==> src/rtl/pp_pkg.sv <==
package pp_pkg;
  localparam int REG_W = 8;
  localparam int SEL_W = 3;
  localparam int CTL_W = 4;
  localparam int ST_W  = 5;

  localparam logic [SEL_W-1:0] SEL_DATA = 3'd0;
  localparam logic [SEL_W-1:0] SEL_STAT = 3'd1;
  localparam logic [SEL_W-1:0] SEL_CTRL = 3'd2;
  localparam logic [SEL_W-1:0] SEL_CFGW = 3'd5;
  localparam logic [SEL_W-1:0] SEL_XCTL = 3'd6;

  localparam logic [2:0] MODE_SPP = 3'b000;
  localparam logic [2:0] MODE_BID = 3'b001;
  localparam logic [2:0] MODE_CFG = 3'b111;

  function automatic logic [2:0] irq_line_code(input int unsigned line);
    case (line)
      7:       return 3'd1;
      9:       return 3'd2;
      10:      return 3'd3;
      11:      return 3'd4;
      14:      return 3'd5;
      15:      return 3'd6;
      5:       return 3'd7;
      default: return 3'd0;
    endcase
  endfunction

  function automatic logic [REG_W-1:0] pack_status(input logic [ST_W-1:0] lines,
                                                   input logic ack_bit);
    return {lines, ack_bit, 2'b11};
  endfunction

  function automatic logic [REG_W-1:0] pack_ctrl(input logic dir, input logic en,
                                                 input logic [CTL_W-1:0] lines);
    return {2'b11, dir, en, lines};
  endfunction

  function automatic logic [REG_W-1:0] pack_xctl(input logic [2:0] mode,
                                                 input logic [1:0] spare,
                                                 input logic svc,
                                                 input logic full,
                                                 input logic empty);
    return {mode, spare, svc, full, empty};
  endfunction

  function automatic logic [REG_W-1:0] pack_cfgw(input logic irq_now,
                                                 input logic [2:0] code);
    return {1'b0, irq_now, code, 3'b000};
  endfunction
endpackage

==> src/rtl/pp_ack_sync.sv <==
module pp_ack_sync #(
  parameter int SYNC_STAGES = 2
) (
  input  logic clk,
  input  logic rst_n,
  input  logic ack_n_in,
  output logic ack_lvl,
  output logic ack_rise
);
  localparam int LAST = SYNC_STAGES - 1;

  logic [SYNC_STAGES-1:0] chain;
  logic                   prev_q;

  always_ff @(posedge clk or negedge rst_n) begin
    if (!rst_n) begin
      chain  <= '1;
      prev_q <= 1'b1;
    end else begin
      chain[0] <= ack_n_in;
      for (int i = 1; i < SYNC_STAGES; i++) chain[i] <= chain[i-1];
      prev_q <= chain[LAST];
    end
  end

  assign ack_lvl  = chain[LAST];
  assign ack_rise = chain[LAST] & ~prev_q;
endmodule

==> src/rtl/pp_ack_capture.sv <==
module pp_ack_capture (
  input  logic clk,
  input  logic rst_n,
  input  logic bid_mode,
  input  logic ack_en,
  input  logic ack_rise,
  input  logic stat_rd,
  output logic ack_latch
);
  always_ff @(posedge clk or negedge rst_n) begin
    if (!rst_n)                   ack_latch <= 1'b0;
    else if (!bid_mode)           ack_latch <= 1'b0;
    else if (ack_en && ack_rise)  ack_latch <= 1'b1;
    else if (stat_rd)             ack_latch <= 1'b0;
  end
endmodule

==> src/rtl/pp_regs.sv <==
module pp_regs
  import pp_pkg::*;
(
  input  logic             clk,
  input  logic             rst_n,
  input  logic [SEL_W-1:0] bus_sel,
  input  logic             bus_wr,
  input  logic [REG_W-1:0] bus_wdata,
  input  logic             fifo_req,
  output logic [REG_W-1:0] data_q,
  output logic [CTL_W-1:0] ctl_q,
  output logic             dir_q,
  output logic             ack_en,
  output logic [2:0]       mode_q,
  output logic [1:0]       spare_q,
  output logic             svc_q,
  output logic             fifo_pend,
  output logic             xctl_wr
);
  logic data_wr, ctrl_wr, svc_hw_set;

  assign data_wr    = bus_wr && (bus_sel == SEL_DATA);
  assign ctrl_wr    = bus_wr && (bus_sel == SEL_CTRL);
  assign xctl_wr    = bus_wr && (bus_sel == SEL_XCTL);
  assign svc_hw_set = !svc_q && fifo_req;

  always_ff @(posedge clk or negedge rst_n) begin
    if (!rst_n) data_q <= '0;
    else if (data_wr) data_q <= bus_wdata;
  end

  always_ff @(posedge clk or negedge rst_n) begin
    if (!rst_n) begin
      ctl_q  <= '0;
      dir_q  <= 1'b0;
      ack_en <= 1'b0;
    end else if (ctrl_wr) begin
      ctl_q  <= bus_wdata[CTL_W-1:0];
      ack_en <= bus_wdata[4];
      dir_q  <= bus_wdata[5];
    end
  end

  always_ff @(posedge clk or negedge rst_n) begin
    if (!rst_n) begin
      mode_q    <= MODE_SPP;
      spare_q   <= 2'b00;
      svc_q     <= 1'b1;
      fifo_pend <= 1'b0;
    end else if (xctl_wr) begin
      mode_q    <= bus_wdata[7:5];
      spare_q   <= bus_wdata[4:3];
      svc_q     <= bus_wdata[2];
      fifo_pend <= 1'b0;
    end else if (svc_hw_set) begin
      svc_q     <= 1'b1;
      fifo_pend <= 1'b1;
    end
  end
endmodule

==> src/rtl/pp_readmux.sv <==
module pp_readmux
  import pp_pkg::*;
#(
  parameter int IRQ_LINE = 7
) (
  input  logic [SEL_W-1:0] bus_sel,
  input  logic [REG_W-1:0] data_q,
  input  logic [REG_W-1:0] pd_in,
  input  logic             pd_oe,
  input  logic [ST_W-1:0]  st_in,
  input  logic             stat_bit2,
  input  logic             dir_q,
  input  logic             ack_en,
  input  logic [CTL_W-1:0] ctl_q,
  input  logic [2:0]       mode_q,
  input  logic [1:0]       spare_q,
  input  logic             svc_q,
  input  logic             fifo_full,
  input  logic             fifo_empty,
  input  logic             irq,
  output logic [REG_W-1:0] rdata
);
  localparam logic [2:0] LINE_CODE = irq_line_code(IRQ_LINE);

  always_comb begin
    case (bus_sel)
      SEL_DATA: rdata = pd_oe ? data_q : pd_in;
      SEL_STAT: rdata = pack_status(st_in, stat_bit2);
      SEL_CTRL: rdata = pack_ctrl(dir_q, ack_en, ctl_q);
      SEL_CFGW: rdata = (mode_q == MODE_CFG) ? pack_cfgw(irq, LINE_CODE) : '1;
      SEL_XCTL: rdata = pack_xctl(mode_q, spare_q, svc_q, fifo_full, fifo_empty);
      default:  rdata = '1;
    endcase
  end
endmodule

==> src/rtl/pp_port_intc.sv <==
module pp_port_intc
  import pp_pkg::*;
#(
  parameter int SYNC_STAGES = 2,
  parameter int IRQ_LINE    = 7
) (
  input  logic             clk,
  input  logic             rst_n,
  input  logic [SEL_W-1:0] bus_sel,
  input  logic             bus_wr,
  input  logic             bus_rd,
  input  logic [REG_W-1:0] bus_wdata,
  output logic [REG_W-1:0] bus_rdata,
  input  logic [REG_W-1:0] pd_in,
  output logic [REG_W-1:0] pd_out,
  output logic             pd_oe,
  output logic [CTL_W-1:0] ctl_out,
  input  logic [ST_W-1:0]  st_in,
  input  logic             ack_n_in,
  input  logic             fifo_empty,
  input  logic             fifo_full,
  input  logic             fifo_req,
  output logic             irq
);
  logic [REG_W-1:0] data_q;
  logic [CTL_W-1:0] ctl_q;
  logic             dir_q, ack_en, svc_q, fifo_pend, xctl_wr;
  logic [2:0]       mode_q;
  logic [1:0]       spare_q;
  logic             ack_lvl, ack_rise, ack_latch;
  logic             bid_mode, stat_rd, ack_cond, stat_bit2;

  assign bid_mode = (mode_q == MODE_BID);
  assign stat_rd  = bus_rd && (bus_sel == SEL_STAT);

  pp_regs u_regs (
    .clk       (clk),
    .rst_n     (rst_n),
    .bus_sel   (bus_sel),
    .bus_wr    (bus_wr),
    .bus_wdata (bus_wdata),
    .fifo_req  (fifo_req),
    .data_q    (data_q),
    .ctl_q     (ctl_q),
    .dir_q     (dir_q),
    .ack_en    (ack_en),
    .mode_q    (mode_q),
    .spare_q   (spare_q),
    .svc_q     (svc_q),
    .fifo_pend (fifo_pend),
    .xctl_wr   (xctl_wr)
  );

  pp_ack_sync #(.SYNC_STAGES(SYNC_STAGES)) u_sync (
    .clk      (clk),
    .rst_n    (rst_n),
    .ack_n_in (ack_n_in),
    .ack_lvl  (ack_lvl),
    .ack_rise (ack_rise)
  );

  pp_ack_capture u_cap (
    .clk       (clk),
    .rst_n     (rst_n),
    .bid_mode  (bid_mode),
    .ack_en    (ack_en),
    .ack_rise  (ack_rise),
    .stat_rd   (stat_rd),
    .ack_latch (ack_latch)
  );

  assign ack_cond  = bid_mode ? ack_latch : ~ack_lvl;
  assign irq       = (ack_en & ack_cond) | fifo_pend;
  assign stat_bit2 = bid_mode ? ~ack_latch : 1'b1;
  assign pd_oe     = !(dir_q && (mode_q != MODE_SPP));
  assign pd_out    = data_q;
  assign ctl_out   = ctl_q;

  pp_readmux #(.IRQ_LINE(IRQ_LINE)) u_rd (
    .bus_sel    (bus_sel),
    .data_q     (data_q),
    .pd_in      (pd_in),
    .pd_oe      (pd_oe),
    .st_in      (st_in),
    .stat_bit2  (stat_bit2),
    .dir_q      (dir_q),
    .ack_en     (ack_en),
    .ctl_q      (ctl_q),
    .mode_q     (mode_q),
    .spare_q    (spare_q),
    .svc_q      (svc_q),
    .fifo_full  (fifo_full),
    .fifo_empty (fifo_empty),
    .irq        (irq),
    .rdata      (bus_rdata)
  );
endmodule

==> config.mk <==
export PLATFORM = sky130hd
export DESIGN_NAME = pp_port_intc
export DESIGN_NICKNAME = d
export VERILOG_FILES = /design/src/rtl/pp_pkg.sv /design/src/rtl/pp_ack_sync.sv /design/src/rtl/pp_ack_capture.sv /design/src/rtl/pp_regs.sv /design/src/rtl/pp_readmux.sv /design/src/rtl/pp_port_intc.sv
export SDC_FILE = /design/constraint.sdc
export NUM_CORES = 1
export LEC_CHECK = 0
export ABC_CLOCK_PERIOD_IN_PS = 3500
export CORE_UTILIZATION = 43
export CTS_CLUSTER_SIZE = 40
export DETAILED_ROUTE_END_ITERATION = 6
export PLACE_DENSITY = 0.79
export SLEW_MARGIN = 20
export SYNTH_ARGS = -nofsm -noshare
export SYNTH_HDL_FRONTEND = slang
export SYNTH_SLANG_ARGS = --single-unit
export TNS_END_PERCENT = 50
==> constraint.sdc <==
create_clock -name clk -period 3.5 [get_ports clk]
set_input_delay 1.05 -clock clk [delete_from_list [all_inputs] [get_ports clk]]
set_output_delay 1.05 -clock clk [all_outputs]
set_load 0.05 [all_outputs]
==> flow_metrics.env <==
export IMPL_path_cells="dlygate4sd2_1 -> buf_12 -> buf_4 -> nor2b_2 -> o21ai_0 -> nand4_1 -> buf_4"
export IMPL_design_core_area_um2=3050
export IMPL_nNetsFinal=229
export IMPL_postRouteWirelength_mm=3.61
export IMPL_power_density_nw_per_um2=490
export IMPL_slowest_stage="dlygate4sd2_1"
export IMPL_cp_arrival_ps=2380
export IMPL_maxCapViolations=0
export IMPL_num_vias=1233
export IMPL_cp_common_cell="buf_4"
export IMPL_critPathKind="in -> out"
export IMPL_wire_per_inst_um=15.2
export IMPL_drc=0
export IMPL_port_buffers=53
export IMPL_slew_headroom=0.665
export IMPL_worstSetupStartpointType="primary input"
export IMPL_holdWs_ps=368
export IMPL_wl_met3_um=151
export IMPL_syn2layout_area_growth_pct=54.3
export IMPL_root_buffer="clkbuf_4"
export IMPL_crit_required_ps=2450
export IMPL_grt_pass1_wl_mm=5.78
export IMPL_ys_seq_area_frac=0.453
export IMPL_wl_met1_mm=1.61
export IMPL_grt_overflow=0
export IMPL_gp_congestion=0.858
export IMPL_cp_end_kind="output port"
export IMPL_first_iter_violations=66
export IMPL_place_area_um2=2050
export IMPL_die_x_um=58.9
export IMPL_clock_sinks=25
export IMPL_status="finished, final reports clean"
export IMPL_netlist_instances=124
export IMPL_crit_fanout=10
export IMPL_rows=20
export IMPL_maxUsedRoutingLayer="met4"
export IMPL_grt_pass1_vias=1257
export IMPL_clk_insertion_delay_late_ps=310
export IMPL_die_height_um=58.9
export IMPL_p_sw_frac=0.408
export IMPL_dr_pass1_iters=4
export IMPL_power_switching_w=0.000429
export IMPL_p_int_w=0.000623
export IMPL_vias_per_cell=5.20
export IMPL_syn_area_um2=1390
export IMPL_slowest_delay_ps=260
export IMPL_hp_class="reg -> reg"
export IMPL_path_delay_family="buffers and inverters"
export IMPL_pwr_share_clk=0.120
export IMPL_num_antenna_cells=0
export IMPL_worst_slew_pin_slew_ps=501
export IMPL_rsz0062_at_grt="false"
export IMPL_setup_violations=0
export IMPL_hold_viol_final=0
export IMPL_wl_met2_mm=1.74
export IMPL_grt_max_degree=26
export IMPL_start_util=0.456
export IMPL_clockBufferDepth=2
export IMPL_mostFrequentLayoutCells="41 x clkdlybuf4s50_1, 33 x mux2_2, 21 x dfrtp_1"
export IMPL_mostFrequentLayoutCell="clkdlybuf4s50_1"
export IMPL_drive_gt1_frac=0.394
export IMPL_grt_antenna_before_repair=0
export IMPL_finalSetupTns_ps=0
export IMPL_ir_drop_mv=0.326
export IMPL_synth_seq_cells=25
export IMPL_cts_clk_slew_worst_paths_ps=130
export IMPL_path_buf_inv=4
export IMPL_cts_tree="built"
export IMPL_yosysUniqueCellTypes=28
export IMPL_multi_input_area_um2=764
export IMPL_yosysWarnings=0
export IMPL_pwr_share_seq=0.375
export IMPL_cts_buffers=3
export IMPL_num_fill_cells=260
export IMPL_seqCellArea_um2=631
export IMPL_fmax_mhz=292
export IMPL_ant_nets=0
export IMPL_final_util=0.703
export IMPL_cts_hold_buf=0
export IMPL_p_leak_nw=0.911
export IMPL_fin_area_um2=2150
export IMPL_avgSynthCellArea_um2=11.2
export IMPL_drv_slew=0
export IMPL_dp_cells=229
export IMPL_clock_skew_ps=8.22
export IMPL_num_io_pins=54
export IMPL_synthesis_nets=159
export IMPL_place_hpwl_mm=2.71
export IMPL_period_minus_slack_ps=3430
export IMPL_track_usage=0.222
export IMPL_cts_max_level=1
export IMPL_stdcell_count=237
export IMPL_dieArea_um2=3470
export IMPL_combPwrFrac=0.505
export IMPL_timing_final_crit_share=0.979
-- flip-flops by register name, indices dropped and copies added, names as in the netlist --
signal            cells
u_regs.data_q         8
u_sync.prev_q         1
u_regs.ack_en         1
u_regs.mode_q         3
u_sync.chain          2
u_regs.spare_q        2
u_regs.ctl_q          4
u_regs.svc_q          1
u_regs.fifo_pend      1
u_cap.ack_latch       1
u_regs.dir_q          1
-- stage by stage --
stage                     worst slack (ps)  total power, W
after global routing                  3.43         0.00110
after detailed placement              -434        0.000914
after CTS                             13.1         0.00105
after floorplan                       77.7        0.000722
after global placement                -361        0.000905
final                                 74.2         0.00105
-- power groups by stage --
stage	sequential, W	clock (W)	combinational, W
2_1_floorplan	0.000496	0	0.000226
4_1_cts	0.000394	0.000130	0.000529
3_5_place_dp	0.000400	0	0.000515
3_3_place_gp	0.000396	0	0.000510
6_report	0.000395	0.000126	0.000531
5_1_grt	0.000403	0.000142	0.000556
-- cell type report --
cell class,instances,share of cell area
Timing Repair Buffer,68,0.303
Multi-Input combinational cell,91,0.356
Inverter,5,0.00874
Sequential cell,25,0.294
Clock inverter,1,0.00233
Tap cell,44,0.0256
Clock buffer,3,0.0105
-- kinds of logic after synthesis --
family / share of synthesized area
flip-flops: 0.453
multiplexers: 0.267
AND/OR/NAND/NOR: 0.132
AO/OA/AOI/OAI: 0.0962
adder cells (fa/ha/maj): 0.0270
buffers and inverters: 0.0243
-- final timing paths --
path                            slack (ps)  depth (start not counted)                         start                      endpoint
worst max-delay path                    70                          7                    bus_sel[2]                  bus_rdata[2]
worst min register to register         370                          0     u_sync.chain[0]$_DFF_PN1_     u_sync.chain[1]$_DFF_PN1_
min in group asynchronous             1070                          2                         rst_n  u_regs.data_q[6]$_DFFE_PN0P_
worst max register to register        2380                          2  u_regs.mode_q[1]$_DFFE_PN0P_   u_cap.ack_latch$_DFFE_PN0P_
worst min-delay path                   370                          0     u_sync.chain[0]$_DFF_PN1_     u_sync.chain[1]$_DFF_PN1_
max in group asynchronous             2130                          2                         rst_n     u_sync.chain[1]$_DFF_PN1_
-- cells in the mapped netlist (all sizes together) --
master,instances,area share
nor2b,2,0.0090
nand3b,2,0.011
nor2,6,0.018
nand2,14,0.038
dfrtp,21,0.38
nand2b,1,0.0045
nand3,4,0.014
and2,1,0.0045
o21a,1,0.0054
dfstp,4,0.076
a21oi,3,0.011
and3,1,0.0045
ha,3,0.027
mux2,33,0.27
a221o,1,0.0072
a222oi,2,0.014
a31oi,1,0.0045
o21ai,6,0.022
nand4,4,0.018
inv,5,0.013
a22oi,2,0.011
or2,1,0.0045
o31ai,1,0.015
clkbuf,1,0.0036
or3b,1,0.0063
a31o,1,0.0063
buf,2,0.0072
-- per-layer routing --
metal	global-route usage	vias up
li1	-	595
met1	0.307	587
met2	0.367	39
met3	0.0110	12
met4	0.0918	0
met5	0	-
-- worst register-to-register path: cells and delay by family, from the launching register on --
| family | cells | cell delay [ps] |
|---|---|---|
| simple gates | 2 | 590 |
| flops | 1 | 480 |
-- repair_timing --
item                                   4_1_cts  5_1_grt
setup endpoints to repair                    8        6
pin swaps                                    4        1
gates resized for setup                     14        5
setup buffers                                4        0
endpoints found under the hold margin        0        0
Power figures use the tool's default switching activity.
